File: config.mk
export PLATFORM = sky130hd
export DESIGN_NAME = nfc_regif
export DESIGN_NICKNAME = d
export VERILOG_FILES = /design/src/rtl/nfc_pkg.sv /design/src/rtl/nfc_seq.sv /design/src/rtl/nfc_regs.sv /design/src/rtl/nfc_regif.sv
export SDC_FILE = /design/constraint.sdc
export NUM_CORES = 1
export LEC_CHECK = 0
export ABC_AREA = 1
export BUFFER_PORTS_ARGS = -buffer_cell sky130_fd_sc_hd__buf_2
export CAP_MARGIN = 10
export CORE_AREA = 4 4 86 108
export DETAILED_ROUTE_END_ITERATION = 12
export DIE_AREA = 0 0 90 112
export GPL_TIMING_DRIVEN = 0
export SETUP_SLACK_MARGIN = 0.05
export SYNTH_ARGS = -nofsm -noshare
export SYNTH_HDL_FRONTEND = slang
export SYNTH_SLANG_ARGS = --single-unit
File: constraint.sdc
create_clock -name clk -period 2.3 [get_ports clk]
set_input_delay 0.23 -clock clk [delete_from_list [all_inputs] [get_ports clk]]
set_output_delay 0.23 -clock clk [all_outputs]
set_load 0.01 [all_outputs]
File: src/rtl/nfc_pkg.sv
package nfc_pkg;

    localparam int REG_ADDR_W = 3;

    localparam logic [REG_ADDR_W-1:0] OFF_MODE    = 3'd4;
    localparam logic [REG_ADDR_W-1:0] OFF_STATUS  = 3'd5;
    localparam logic [REG_ADDR_W-1:0] OFF_PENDING = 3'd6;
    localparam logic [REG_ADDR_W-1:0] OFF_MASK    = 3'd7;

    localparam int MODE_BIT_CLE  = 0;
    localparam int MODE_BIT_ALE  = 1;
    localparam int MODE_BIT_CE   = 4;
    localparam int MODE_ECC_LO   = 5;
    localparam int MODE_BIT_WP   = 7;
    localparam int MASK_BIT_GATE = 7;

    typedef enum logic [1:0] {
        ECC_CMD_NONE   = 2'b00,
        ECC_CMD_ENABLE = 2'b01,
        ECC_CMD_READ   = 2'b10,
        ECC_CMD_RESET  = 2'b11
    } ecc_cmd_e;

    typedef enum logic [2:0] {
        SEQ_IDLE,
        SEQ_WR_STROBE,
        SEQ_WR_HOLD,
        SEQ_RD_STROBE,
        SEQ_RD_RECOVER
    } seq_state_e;

endpackage

File: src/rtl/nfc_seq.sv
module nfc_seq
    import nfc_pkg::*;
#(
    parameter int DATA_W        = 8,
    parameter int STROBE_CYCLES = 2
) (
    input  logic              clk,
    input  logic              rst_n,
    input  logic              start_wr,
    input  logic              start_rd,
    input  logic [DATA_W-1:0] wr_byte,
    input  logic [DATA_W-1:0] fl_io_in,
    output logic              idle,
    output logic              fl_we_n,
    output logic              fl_re_n,
    output logic [DATA_W-1:0] fl_io_out,
    output logic              fl_io_oe,
    output logic              rd_done,
    output logic [DATA_W-1:0] rd_byte
);

    localparam int CNT_W = $clog2(STROBE_CYCLES) + 1;
    localparam logic [CNT_W-1:0] CNT_LAST = CNT_W'(STROBE_CYCLES - 1);

    seq_state_e        state_q, state_d;
    logic [CNT_W-1:0]  cnt_q;
    logic [DATA_W-1:0] byte_q;
    logic              done_q;
    logic              strobe_last;

    assign strobe_last = (cnt_q == CNT_LAST);

    // next-state decision
    always_comb begin
        state_d = state_q;
        unique case (state_q)
            SEQ_IDLE: begin
                if (start_wr)      state_d = SEQ_WR_STROBE;
                else if (start_rd) state_d = SEQ_RD_STROBE;
            end
            SEQ_WR_STROBE:  if (strobe_last) state_d = SEQ_WR_HOLD;
            SEQ_WR_HOLD:    state_d = SEQ_IDLE;
            SEQ_RD_STROBE:  if (strobe_last) state_d = SEQ_RD_RECOVER;
            SEQ_RD_RECOVER: state_d = SEQ_IDLE;
            default:        state_d = SEQ_IDLE;
        endcase
    end

    // state register, strobe counter, data latch
    always_ff @(posedge clk) begin
        if (!rst_n) begin
            state_q <= SEQ_IDLE;
            cnt_q   <= '0;
            byte_q  <= '0;
            done_q  <= 1'b0;
        end else begin
            state_q <= state_d;
            done_q  <= (state_q == SEQ_RD_STROBE) && strobe_last;
            if (state_q == SEQ_IDLE) begin
                cnt_q <= '0;
                if (start_wr) byte_q <= wr_byte;
            end else if ((state_q == SEQ_WR_STROBE) || (state_q == SEQ_RD_STROBE)) begin
                cnt_q <= strobe_last ? '0 : cnt_q + 1'b1;
                if ((state_q == SEQ_RD_STROBE) && strobe_last) byte_q <= fl_io_in;
            end
        end
    end

    // outputs decoded from the state
    always_comb begin
        idle     = 1'b0;
        fl_we_n  = 1'b1;
        fl_re_n  = 1'b1;
        fl_io_oe = 1'b0;
        unique case (state_q)
            SEQ_IDLE:       idle = 1'b1;
            SEQ_WR_STROBE: begin
                fl_we_n  = 1'b0;
                fl_io_oe = 1'b1;
            end
            SEQ_WR_HOLD:    fl_io_oe = 1'b1;
            SEQ_RD_STROBE:  fl_re_n = 1'b0;
            SEQ_RD_RECOVER: idle = 1'b0;
            default:        idle = 1'b0;
        endcase
    end

    assign fl_io_out = byte_q;
    assign rd_byte   = byte_q;
    assign rd_done   = done_q;

    // the two strobes never overlap
    p_strobe_excl_r6: assert property (@(posedge clk) disable iff (!rst_n)
        !(!fl_we_n && !fl_re_n));

    // bus never driven while the read strobe is low
    p_no_drive_on_read_r8: assert property (@(posedge clk) disable iff (!rst_n)
        !fl_re_n |-> !fl_io_oe);

    // driven byte stays put inside a write strobe
    p_byte_stable_r6: assert property (@(posedge clk) disable iff (!rst_n)
        (!fl_we_n && !$fell(fl_we_n)) |-> $stable(fl_io_out));

    // bus still driven in the cycle the strobe rises
    p_hold_after_we_r6: assert property (@(posedge clk) disable iff (!rst_n)
        $rose(fl_we_n) |-> fl_io_oe);

endmodule

File: src/rtl/nfc_regs.sv
module nfc_regs
    import nfc_pkg::*;
#(
    parameter int                DATA_W       = 8,
    parameter logic [DATA_W-1:0] STATUS_VALUE = 8'h14
) (
    input  logic                  clk,
    input  logic                  rst_n,
    input  logic                  wr_en,
    input  logic [REG_ADDR_W-1:0] addr,
    input  logic [DATA_W-1:0]     wdata,
    input  logic                  data_wr,
    output logic [DATA_W-1:0]     mode,
    output logic [DATA_W-1:0]     rd_val,
    output logic                  ecc_en_pulse,
    output logic                  ecc_rst_pulse,
    output logic                  irq
);

    logic [DATA_W-1:0] mode_q, pend_q, mask_q;
    logic              ecc_en_q, ecc_rst_q;
    ecc_cmd_e          cmd;

    assign cmd = ecc_cmd_e'(wdata[MODE_ECC_LO +: 2]);

    always_ff @(posedge clk) begin
        if (!rst_n) begin
            mode_q    <= '0;
            pend_q    <= '0;
            mask_q    <= '0;
            ecc_en_q  <= 1'b0;
            ecc_rst_q <= 1'b0;
        end else begin
            ecc_en_q  <= 1'b0;
            ecc_rst_q <= 1'b0;
            if (wr_en) begin
                unique case (addr)
                    OFF_MODE: begin
                        mode_q <= wdata;
                        unique case (cmd)
                            ECC_CMD_ENABLE: begin
                                ecc_en_q  <= 1'b1;
                                ecc_rst_q <= 1'b1;
                            end
                            ECC_CMD_RESET:  ecc_rst_q <= 1'b1;
                            ECC_CMD_READ:   ecc_rst_q <= 1'b0;
                            ECC_CMD_NONE:   ecc_rst_q <= 1'b0;
                            default:        ecc_rst_q <= 1'b0;
                        endcase
                    end
                    OFF_PENDING: pend_q <= wdata;
                    OFF_MASK:    mask_q <= wdata;
                    default:     mode_q <= mode_q;
                endcase
            end else if (data_wr) begin
                pend_q <= pend_q & DATA_W'(1);
            end
        end
    end

    always_comb begin
        case (addr)
            OFF_MODE:    rd_val = mode_q;
            OFF_STATUS:  rd_val = STATUS_VALUE;
            OFF_PENDING: rd_val = pend_q;
            OFF_MASK:    rd_val = mask_q;
            default:     rd_val = '0;
        endcase
    end

    assign mode          = mode_q;
    assign ecc_en_pulse  = ecc_en_q;
    assign ecc_rst_pulse = ecc_rst_q;
    assign irq           = mask_q[MASK_BIT_GATE] && |(mask_q & pend_q);

    // a data write leaves only bit 0 of the pending byte
    p_pend_clear_r7: assert property (@(posedge clk) disable iff (!rst_n)
        $past(data_wr) |-> (pend_q[DATA_W-1:1] == '0));

    // enable command always carries a reset
    p_ecc_en_has_rst_r3: assert property (@(posedge clk) disable iff (!rst_n)
        ecc_en_pulse |-> ecc_rst_pulse);

    // ECC strobes only follow a mode write
    p_ecc_after_mode_r3: assert property (@(posedge clk) disable iff (!rst_n)
        ecc_rst_pulse |-> $past(wr_en && (addr == OFF_MODE)));

    // mode holds the byte written
    p_mode_load_r4: assert property (@(posedge clk) disable iff (!rst_n)
        $past(wr_en && (addr == OFF_MODE)) |-> (mode == $past(wdata)));

    // no interrupt without the global gate
    p_irq_gate_r11: assert property (@(posedge clk) disable iff (!rst_n)
        irq |-> mask_q[MASK_BIT_GATE]);

endmodule

File: src/rtl/nfc_regif.sv
module nfc_regif
    import nfc_pkg::*;
#(
    parameter int                DATA_W        = 8,
    parameter int                STROBE_CYCLES = 2,
    parameter logic [DATA_W-1:0] STATUS_VALUE  = 8'h14
) (
    input  logic                  clk,
    input  logic                  rst_n,
    input  logic                  req_valid,
    input  logic                  req_write,
    input  logic [REG_ADDR_W-1:0] req_addr,
    input  logic [DATA_W-1:0]     req_wdata,
    output logic                  req_ready,
    output logic                  rsp_valid,
    output logic [DATA_W-1:0]     rsp_rdata,
    output logic                  fl_cle,
    output logic                  fl_ale,
    output logic                  fl_ce_n,
    output logic                  fl_wp,
    output logic                  fl_we_n,
    output logic                  fl_re_n,
    output logic [DATA_W-1:0]     fl_io_out,
    output logic                  fl_io_oe,
    input  logic [DATA_W-1:0]     fl_io_in,
    output logic                  ecc_en_pulse,
    output logic                  ecc_rst_pulse,
    output logic                  irq
);

    logic              seq_idle, accept, is_data;
    logic              start_wr, start_rd, reg_wr, reg_rd;
    logic              rd_done;
    logic [DATA_W-1:0] rd_byte, reg_val, mode;
    logic              reg_rsp_q;
    logic [DATA_W-1:0] reg_data_q;

    assign accept   = req_valid && seq_idle;
    assign is_data  = !req_addr[REG_ADDR_W-1];
    assign start_wr = accept && req_write && is_data;
    assign start_rd = accept && !req_write && is_data;
    assign reg_wr   = accept && req_write && !is_data;
    assign reg_rd   = accept && !req_write && !is_data;

    nfc_regs #(
        .DATA_W       (DATA_W),
        .STATUS_VALUE (STATUS_VALUE)
    ) regs_i (
        .clk           (clk),
        .rst_n         (rst_n),
        .wr_en         (reg_wr),
        .addr          (req_addr),
        .wdata         (req_wdata),
        .data_wr       (start_wr),
        .mode          (mode),
        .rd_val        (reg_val),
        .ecc_en_pulse  (ecc_en_pulse),
        .ecc_rst_pulse (ecc_rst_pulse),
        .irq           (irq)
    );

    nfc_seq #(
        .DATA_W        (DATA_W),
        .STROBE_CYCLES (STROBE_CYCLES)
    ) seq_i (
        .clk       (clk),
        .rst_n     (rst_n),
        .start_wr  (start_wr),
        .start_rd  (start_rd),
        .wr_byte   (req_wdata),
        .fl_io_in  (fl_io_in),
        .idle      (seq_idle),
        .fl_we_n   (fl_we_n),
        .fl_re_n   (fl_re_n),
        .fl_io_out (fl_io_out),
        .fl_io_oe  (fl_io_oe),
        .rd_done   (rd_done),
        .rd_byte   (rd_byte)
    );

    always_ff @(posedge clk) begin
        if (!rst_n) begin
            reg_rsp_q  <= 1'b0;
            reg_data_q <= '0;
        end else begin
            reg_rsp_q <= reg_rd;
            if (reg_rd) reg_data_q <= reg_val;
        end
    end

    assign req_ready = seq_idle;
    assign rsp_valid = reg_rsp_q || rd_done;
    assign rsp_rdata = rd_done ? rd_byte : reg_data_q;

    assign fl_cle  = mode[MODE_BIT_CLE];
    assign fl_ale  = mode[MODE_BIT_ALE];
    assign fl_ce_n = !mode[MODE_BIT_CE];
    assign fl_wp   = mode[MODE_BIT_WP];

    // no strobe while ready for a new request
    p_idle_quiet_r12: assert property (@(posedge clk) disable iff (!rst_n)
        req_ready |-> (fl_we_n && fl_re_n && !fl_io_oe));

    // register reads answer on the next cycle
    p_reg_rsp_r12: assert property (@(posedge clk) disable iff (!rst_n)
        reg_rd |=> rsp_valid);

    // chip-enable follows the mode write
    p_ce_follow_r2: assert property (@(posedge clk) disable iff (!rst_n)
        $past(reg_wr && (req_addr == OFF_MODE)) |-> (fl_ce_n == !$past(req_wdata[MODE_BIT_CE])));

endmodule

## After elaboration in Yosys (flattened, before gate mapping)

Cells that the tools add are included.

- Register bits: 49
- Output and inout bits: 28
- Input port bits: 23
- Word-level logic and storage cells: 83

- Mux-type cells: 21
- Eq/ne operators: 16
- Reduce and logical (&&, ||, !) cells: 31
- Add/subtract/negate cells: 1
- Bitwise logic cells: 2

Operator list:

| kind | number |
|---|---|
| 8-bit two-way mux | 8 |
| 8-bit case mux with 4 select lines | 1 |
| 3-bit equality test (second input constant) | 4 |
| 3-bit two-way mux | 4 |
| 1-bit logical AND | 9 |
| 3-bit case mux with 3 select lines | 1 |
| 3-bit AND reduction | 3 |
| 8-bit AND | 1 |
| 2-bit AND reduction | 4 |
| 2-bit OR reduction | 4 |
| 8-bit OR reduction | 1 |
| 3-bit by 2-bit equality test with 1-bit output (second input constant) | 2 |
| 2-bit by 1-bit != test with 1-bit output (second input constant) | 3 |
| 2-bit nonzero test | 3 |
| 1-bit two-way mux | 5 |
| 2-bit by 1-bit equality test with 1-bit output (second input constant) | 2 |
| 2-bit equality test (second input constant) | 2 |
| 3-bit by 1-bit equality test with 1-bit output (second input constant) | 1 |
| 1-bit logical NOT | 3 |
| 3-bit logical NOT | 1 |
| 3-bit by 2-bit != test with 1-bit output (second input constant) | 1 |
| 2-bit by 1-bit adder with 2-bit output (second input constant) | 1 |
| 2-bit logical NOT | 1 |
| 1-bit logical OR | 2 |
| 4 further kinds | 4 |

## Depth between registers and ports, before layout

Gate-level depths: netlist (run 1).

- Depth after elaboration: 8
- Mapped depth: 10
- Mapped depth without buffers: 8

## By module

A second synthesis (run 1) with hierarchy kept.

- Cell total of the unflattened synthesis: 391
- Area, all modules: 2613.8 um^2

By module, submodules not included:

| module | sequential area each (um^2) | area an instance (um^2) | times used | cells an instance |
|---|---|---|---|---|
| nfc_regs | 520.5 | 1247.4 | 1 | 170 |
| nfc_seq | 280.3 | 793.3 | 1 | 124 |
| nfc_regif | 180.2 | 573.0 | 1 | 97 |

## Least setup slack after synthesis (run 1)

Ideal clock, no wire load.

- Path kind: register to register
- Start point: register seq_i.state_q[0]
- End point: register seq_i.byte_q[2], in the netlist seq_i.fl_io_out[2]
- Path slack: 1.067 ns
- Data required time: 2.185 ns
- Library setup time: 0.115 ns
- Period minus slack after synthesis: 1.233 ns
- Path buffers: 2
- Data arrival time: 1.118 ns
- Cell stages (with the launch flop): 9
- Path through: dfxtp_1 -> nor2_2 -> buf_6 -> nand2_4 -> clkinv_4 -> o31ai_4 -> buf_6 -> a21oi_1 -> nor2_1

- Word-level cells in the longest chain between the ends: 7
- Elaborated cells between the ends (all ways): 14
- Classes of those cells: 3 x eq/ne; 2 x mux; 9 x reduce/logical

Ends and longest elaborated chain:

| element | RTL line | text |
|---|---|---|
| start, declared | nfc_seq.sv:25 | `seq_state_e state_q, state_d;` |
| start signal, assigned | nfc_seq.sv:57 | `state_q <= state_d;` |
| 3-bit logical NOT | nfc_seq.sv:75 | `unique case (state_q)` |
| 1-bit two-way mux | nfc_seq.sv:75 |  |
| named net req_ready | nfc_regif.sv:14 | `output logic req_ready,` |
| 1-bit logical AND | nfc_regif.sv:38 | `assign accept = req_valid && seq_idle;` |
| 1-bit logical AND (2 in a row) | nfc_regif.sv:40 | `assign start_wr = accept && req_write && is_data;` |
| 2-bit != test (no line) | -- |  |
| 3-bit AND reduction (no line) | -- |  |
| end signal, assigned | nfc_seq.sv:61 | `if (start_wr) byte_q <= wr_byte;` |
| end signal, assigned | nfc_seq.sv:64 | `if ((state_q == SEQ_RD_STROBE) && strobe_last) byte_q <= fl_io_in;` |
| end, declared | nfc_seq.sv:27 | `logic [DATA_W-1:0] byte_q;` |

The timed path passes the listed nets, and every way through them passes these cells.
A chain may end at the register's enable or synchronous reset.

## Worst setup path after layout (run 1)

- Start point: register seq_i.done_q, in the netlist seq_i.rd_done
- End point: output rsp_rdata[5]

- Word-level cells in the longest chain between the ends: 1

Ends and longest elaborated chain:

| element | RTL line | text |
|---|---|---|
| start, declared | nfc_seq.sv:28 | `logic done_q;` |
| start signal, assigned | nfc_seq.sv:58 | `done_q <= (state_q == SEQ_RD_STROBE) && strobe_last;` |
| 8-bit two-way mux | nfc_regif.sv:93 | `assign rsp_rdata = rd_done ? rd_byte : reg_data_q;` |
| end, declared | nfc_regif.sv:16 | `output logic [DATA_W-1:0] rsp_rdata,` |

No other way between the ends.

==> results of run 1 <==
## worst max-delay path, delay by kind of cell (launching register included)
family   cells  cell delay, ps
mux          1             370
flops        1             430
buf+inv      2             450
## per-layer routing
| metal | track usage, % | share of wire (%) | vias up |
|---|---|---|---|
| met5 | 0 | 0 | - |
| met4 | 6.03 | 2.3 | 0 |
| met3 | 2.70 | 3.6 | 11 |
| met2 | 23.3 | 48 | 43 |
| met1 | 16.3 | 46 | 1053 |
| li1 | - | - | 1236 |
## final cells by class
cell class | count | area, um^2
Fill cell | 896 | 5300
Timing Repair Buffer | 48 | 240
Clock inverter | 2 | 37.5
Buffer | 14 | 104
Inverter | 42 | 164
Clock buffer | 6 | 82.6
Multi-Input combinational cell | 249 | 1160
Tap cell | 97 | 121
Sequential cell | 49 | 981
## per-stage QoR
step	setup slack [ps]	instance area [um^2]
after detailed placement	835	2770
final	530	2890
after floorplan	1070	2410
after global placement	862	2770
after global routing	424	2890
after CTS	501	2890
## sequential cells by signal (all words and copies together), names as in the netlist
signal and flops:
seq_i.state_q 3, reg_data_q 8, seq_i.fl_io_out 8, regs_i.pend_q 8, reg_rsp_q 1, seq_i.cnt_q 2, regs_i.ecc_en_pulse 1, regs_i.mask_q 8
seq_i.rd_done 1, regs_i.ecc_rst_pulse 1, regs_i.mode 8
## power breakdown
group          switching (uW)  total [uW]  internal, uW
clock network             286         640           354
logic                     584         950           366
registers                60.1         993           933
total                     931        2580          1650
## logic make-up (layout without fill, tap and decap cells)
group                  Yosys count  in the layout
AND/OR/NAND/NOR                187            187
AO/OA/AOI/OAI                   58             58
buffers and inverters           56            112
flip-flops                      49             49
multiplexers                     4              4
## synthesized netlist by cell type (all sizes together)
cell type	n
a211oi	1
a21oi	28
and3	1
buf	11
clkbuf	3
clkinv	2
dfxtp	49
inv	40
mux2	4
nand2	87
nand3	33
nand4	1
nor2	61
nor3	3
o211ai	1
o21ai	27
o31ai	1
or2	1
## path summary, 6_finish.rpt
kind	to	depth (start not counted)	slack [ps]
setup / recovery	rsp_rdata[5]	3	530
setup reg to reg	seq_i.fl_io_out[0]$_SDFFE_PN0P_	8	900
hold / removal	reg_data_q[6]$_SDFFE_PN0P_	3	240
hold reg to reg	seq_i.cnt_q[1]$_SDFFE_PP0P_	2	460
## cells in the final DEF (no fill, tap or decap)
cell        netlist  routed
nand3_1          31      31
clkbuf_1          3       3
o211ai_1          1       1
clkinv_4          1       1
or2_2             1       1
buf_6             4       4
inv_2             2       2
a21oi_1          28      28
clkinv_2          1       1
a211oi_1          1       1
dfxtp_1          49      49
o31ai_4           1       1
nand2_4           2       2
nor2_2            2       2
nand3_2           2       2
nand2_2           2       2
o21ai_0          25      25
inv_1            38      38
bufinv_16         0       1
nor3_1            2       2
o21ai_2           1       1
mux2_2            4       4
and3_1            1       1
nor3_2            1       1
nand4_2           1       1
clkinvlp_4        0       1
o21ai_1           1       1
buf_2             2      50
nor2_1           59      59
buf_4             5       5
nand2_1          83      83
clkbuf_8          0       6
==> impl_results.md, run 1 <==
- WP data required: roughly 2100 ps
- CP arrival: approximately 1500 ps
- Pwr Total: between 2000 and 3000 uW
- Starting density of the core: between 20 and 30%
- Post-placement cell count: between 400 and 500
- First-pass GRT wire length: ~11000 um
- Post-route DRC: 0
- Cells along the critical path: clkbuf_1, mux2_2, buf_2
- CTS H-tree lvls: 2
- Core area: about 8200 um^2
- CP Class: reg -> out
- Vias in the first global route: about 2400
- Routed Antenna Nets: 0
- I/O Pins: 51
- WHS: roughly 240 ps
- Post-route setup TNS: 0 ps
- Crit path time final: around 1800 ps
- Clock transition at path regs: 90 ps
- Slowest cell on the critical path: dfxtp_1
- Peak VDD IR: around 0.28 mV
- Sink Count: 49
- Tightest Pin Transition: approximately 580 ps
- Setup violators final: 0
- Fraction of layout cells with a size suffix above 1: a little over a fifth
- Synthesized netlist cell count: 354
- Unrepaired setup endpoints after global routing: no
- Placement Rows: 37
- Nature of the critical path startpoint: flip-flop
- Fin. max-slew vios: 0
- Hpwl dp: 5330 um
- Initial antenna violation count: 0
- CP endpoint kind: output pin
- Clock Skews: 9.96 ps
- Finished Layout Cells: a little over 500
- Initial DRC count: about 110
- Pwr Density: between 800 and 900 nW/um^2
- R2R Path Start: seq_i.state_q[1]$_SDFFE_PN0P_
- Routed vias: between 2000 and 2500
- MaxCap Viol Count: 0
- # Post-CTS Setup Buffers: 0
- Gr usage total: a little over an eighth
- DR WL/cell: between 10 and 15 um
- # resized after CTS: 0
- Syn Area/Cell: 6.81 um^2
- ANT cells: 0
- Critical path peak fanout: 10
- Flops & latches, synth: approximately 50
- Final count of hold timing violations: 0
- Area grow syn2layout: 20.0%
- Initial DRT Pass Iterations: 4
- Fmax: around 0.57 GHz
- Compound-Gate Fraction of Synth Area: between 10% and 20%
- Synth Net Count: around 380
- Period utilization: about three quarters
- Grt total ovfl: 0
- CP peak stage delay: about 430 ps
- Simple-gate share of the synthesized area: 33.2%
- Die Span Y: approximately 110 um
- Worst hold path type: in -> reg
- Sequential share of the synthesized area: 40.7%
- HP Start: rst_n
- CTS tree: done
- Clk buf depth: 2
- Nets: 432
- XOR/XNOR Fraction of Synth Area: 0%
- Final estimated routing congestion in global placement: 0.874
- Skew-Pair Late Insertion Delay: approximately 300 ps
- Area leader, netlist: dfxtp_1
- CTS Root Cell: clkbuf_8
- Post-CTS Hold Fix Bufs: 0
- Cts bufs inserted: 5
- I/O Buffers: between 40 and 50
- Post-synthesis mux area share: under 10%
- Synth top area share: 40.7%
- Die ar.: roughly 10000 um^2
- Final core utilization: between 30% and 40%
- Mapped cell area: 2410 um^2
- Static Leak: about 0.0013 uW
- Main combinational cell family by area after synthesis: simple AND/OR/NAND/NOR gates
- Area contributors post-synth: dfxtp_1 41%, nand2_1 13%, nor2_1 9.2%
- Library cells used by synthesis: 29
- Largest net degree at the start of global routing: 16
- Yosys synthesis warning count: 0
- Worst setup path startpoint: seq_i.rd_done$_SDFF_PN0_
- WL final: ~6600 um
- Die width: about 90 um
- Status: finished clean
- Rel. slew slack: around 60%
- Adder-cell area share of the yosys netlist: 0%
- Via density per instance: roughly 4.6
No activity file was read; power rests on OpenSTA's default activity.
==> inputs of run 2 (changes only) <==
==> constraint.sdc (replaced) <==
create_clock -name clk -period 1.8 [get_ports clk]
set_input_delay 0.18 -clock clk [delete_from_list [all_inputs] [get_ports clk]]
set_output_delay 0.18 -clock clk [all_outputs]
set_load 0.01 [all_outputs]
==> run 2 against run 1 <==
Worst hold slack got worse by 50 ps. Largest power group unchanged. Global-route usage unchanged. Routed wire length about the same. Utilization about the same. Setup slack got worse by 340 ps. Combinational power increased by 27%. Sequential share of layout area about the same. Flip-flop and latch count unchanged.
==> impl_results.md, run 2 (same netlist as run 1, synthesis figures left out) <==
- Rel. slew slack: between 60% and 70%
- Post-route DRC: 0
- Clk buf depth: 2
- Routed Antenna Nets: 0
- Final count of hold timing violations: 0
- Reg area: about 980 um^2
- Placed Area: around 2800 um^2
- CTS Root Cell: clkbuf_8
- Clock transition at path regs: approximately 90 ps
- Post-route setup TNS: 0 ps
- ANT cells: 0
- DR WL/cell: between 10 and 15 um
- Period utilization: between 80% and 90%
- Final core utilization: 35.3%
- WL final: between 6000 and 7000 um
- Setup violators final: 0
- I/O Pins: 51
- WP data required: 1620 ps
- Fmax: around 0.62 GHz
- Cts bufs inserted: 5
- Hpwl dp: between 5000 and 6000 um
- Critical path peak fanout: 10
- Post-CTS Hold Fix Bufs: 0
- Unrepaired setup endpoints after global routing: no
- CP Class: reg -> out
- Sink Count: ~50
- Largest net degree at the start of global routing: 16
- Vias in the first global route: around 2400
- Core area: 8190 um^2
- Initial DRT Pass Iterations: 4
- Skew-Pair Late Insertion Delay: 300 ps
- Starting density of the core: about 29%
- Initial antenna violation count: 0
- Nets: between 400 and 500
- Area of the multi-input gates: around 1200 um^2
- Cells along the critical path: clkbuf_2, mux2_2, buf_2
- Routed vias: around 2300
- Slowest cell on the critical path: dfxtp_1
- Status: finished clean
- Most frequent cells in the layout: 83 x nand2_1, 59 x nor2_1, 50 x buf_2, 49 x dfxtp_1, 38 x inv_1
- Tightest Pin Transition: between 500 and 600 ps
- Peak VDD IR: roughly 0.36 mV
- Crit path time final: around 1600 ps
- Nature of the critical path startpoint: flip-flop
- Placement Rows: 37
- Die width: around 90 um
- Die ar.: 10100 um^2
- CTS H-tree lvls: 2
- Fin. max-slew vios: 0
- Final Cell Area: between 2000 and 3000 um^2
- CP arrival: around 1400 ps
- Grt total ovfl: 0
- Pwr Density: between 1000 and 1500 nW/um^2
- CTS tree: done
- First-pass GRT wire length: around 11000 um
- I/O Buffers: 48
- CP peak stage delay: approximately 420 ps
- Dpl ws: between 300 and 400 ps
- Worst hold path type: in -> reg
- Static Leak: 0.00133 uW
- Final WS setup: 191 ps
- MaxCap Viol Count: 0
- Commonest non-fill, non-tap cell in the layout: nand2_1
- CP endpoint kind: output pin
- Initial DRC count: between 100 and 150
- Die Span Y: ~110 um
- Via density per instance: 4.62
- Area grow syn2layout: 20.0%
- Clock Skews: approximately 10 ps
- FILL cells: between 800 and 900
- Fraction of layout cells with a size suffix above 1: between 20% and 30%
- Pwr Total: around 3300 uW
- Gr usage total: 13.5%
- Final estimated routing congestion in global placement: 0.874
run 2: cell counts in the layout (fill, tap and decap cells not counted):
No cell type changed its count.
run 2: layout make-up:
class                           count  area share, %
Sequential cell                    49           33.9
Multi-Input combinational cell    249           40.1
Inverter                           42           5.67
Tap cell                           97           4.20
Buffer                             14           3.63
Clock inverter                      2           1.30
Timing Repair Buffer               48           8.30
Clock buffer                        6           2.85
run 2: power breakdown:
| part | switching, uW | internal (uW) | leakage, uW |
|---|---|---|---|
| Sequential | 77.5 | 1190 | 0.000398 |
| Clock | 366 | 452 | 0.0000574 |
| Combinational | 746 | 467 | 0.000872 |
| Total | 1190 | 2110 | 0.00133 |
run 2: through the flow:
step	std cells	hold WS (ps)
2_1_floorplan	354	326
3_3_place_gp	499	441
3_5_place_dp	499	444
4_1_cts	507	181
5_1_grt	507	190
6_report	507	187
run 2: critical path: cells and delay by family, from the launching register on:
kind                   cells  cell delay, ps
flip-flops                 1             420
buffers and inverters      2             370
multiplexers               1             350
run 2: what timing repair did:
| item | in CTS | in global routing |
|---|---|---|
| hold endpoints to repair | 0 | 0 |
| setup buffers | 0 | 0 |
| setup endpoints to repair | 0 | 1 |
| gates resized for setup | 0 | 2 |
run 2: path summary, 6_finish.rpt:
| kind | start | end | slack [ps] | depth (start not counted) |
|---|---|---|---|---|
| worst max-delay path | seq_i.rd_done$_SDFF_PN0_ | rsp_rdata[5] | 190 | 3 |
| worst min-delay path | rst_n | reg_data_q[6]$_SDFFE_PN0P_ | 190 | 3 |
| worst max register to register | seq_i.state_q[1]$_SDFFE_PN0P_ | seq_i.fl_io_out[0]$_SDFFE_PN0P_ | 400 | 8 |
| worst min register to register | seq_i.cnt_q[1]$_SDFFE_PP0P_ | seq_i.cnt_q[1]$_SDFFE_PP0P_ | 460 | 2 |
run 2: layer usage:
layer / vias to the layer above / wire, um / GRT usage (%)
li1: 1236 / - / -
met3: 11 / 252 / 2.70
met5: - / 0 / 0
met2: 45 / 3160 / 23.3
met4: 0 / 150 / 6.03
met1: 1048 / 3040 / 16.3
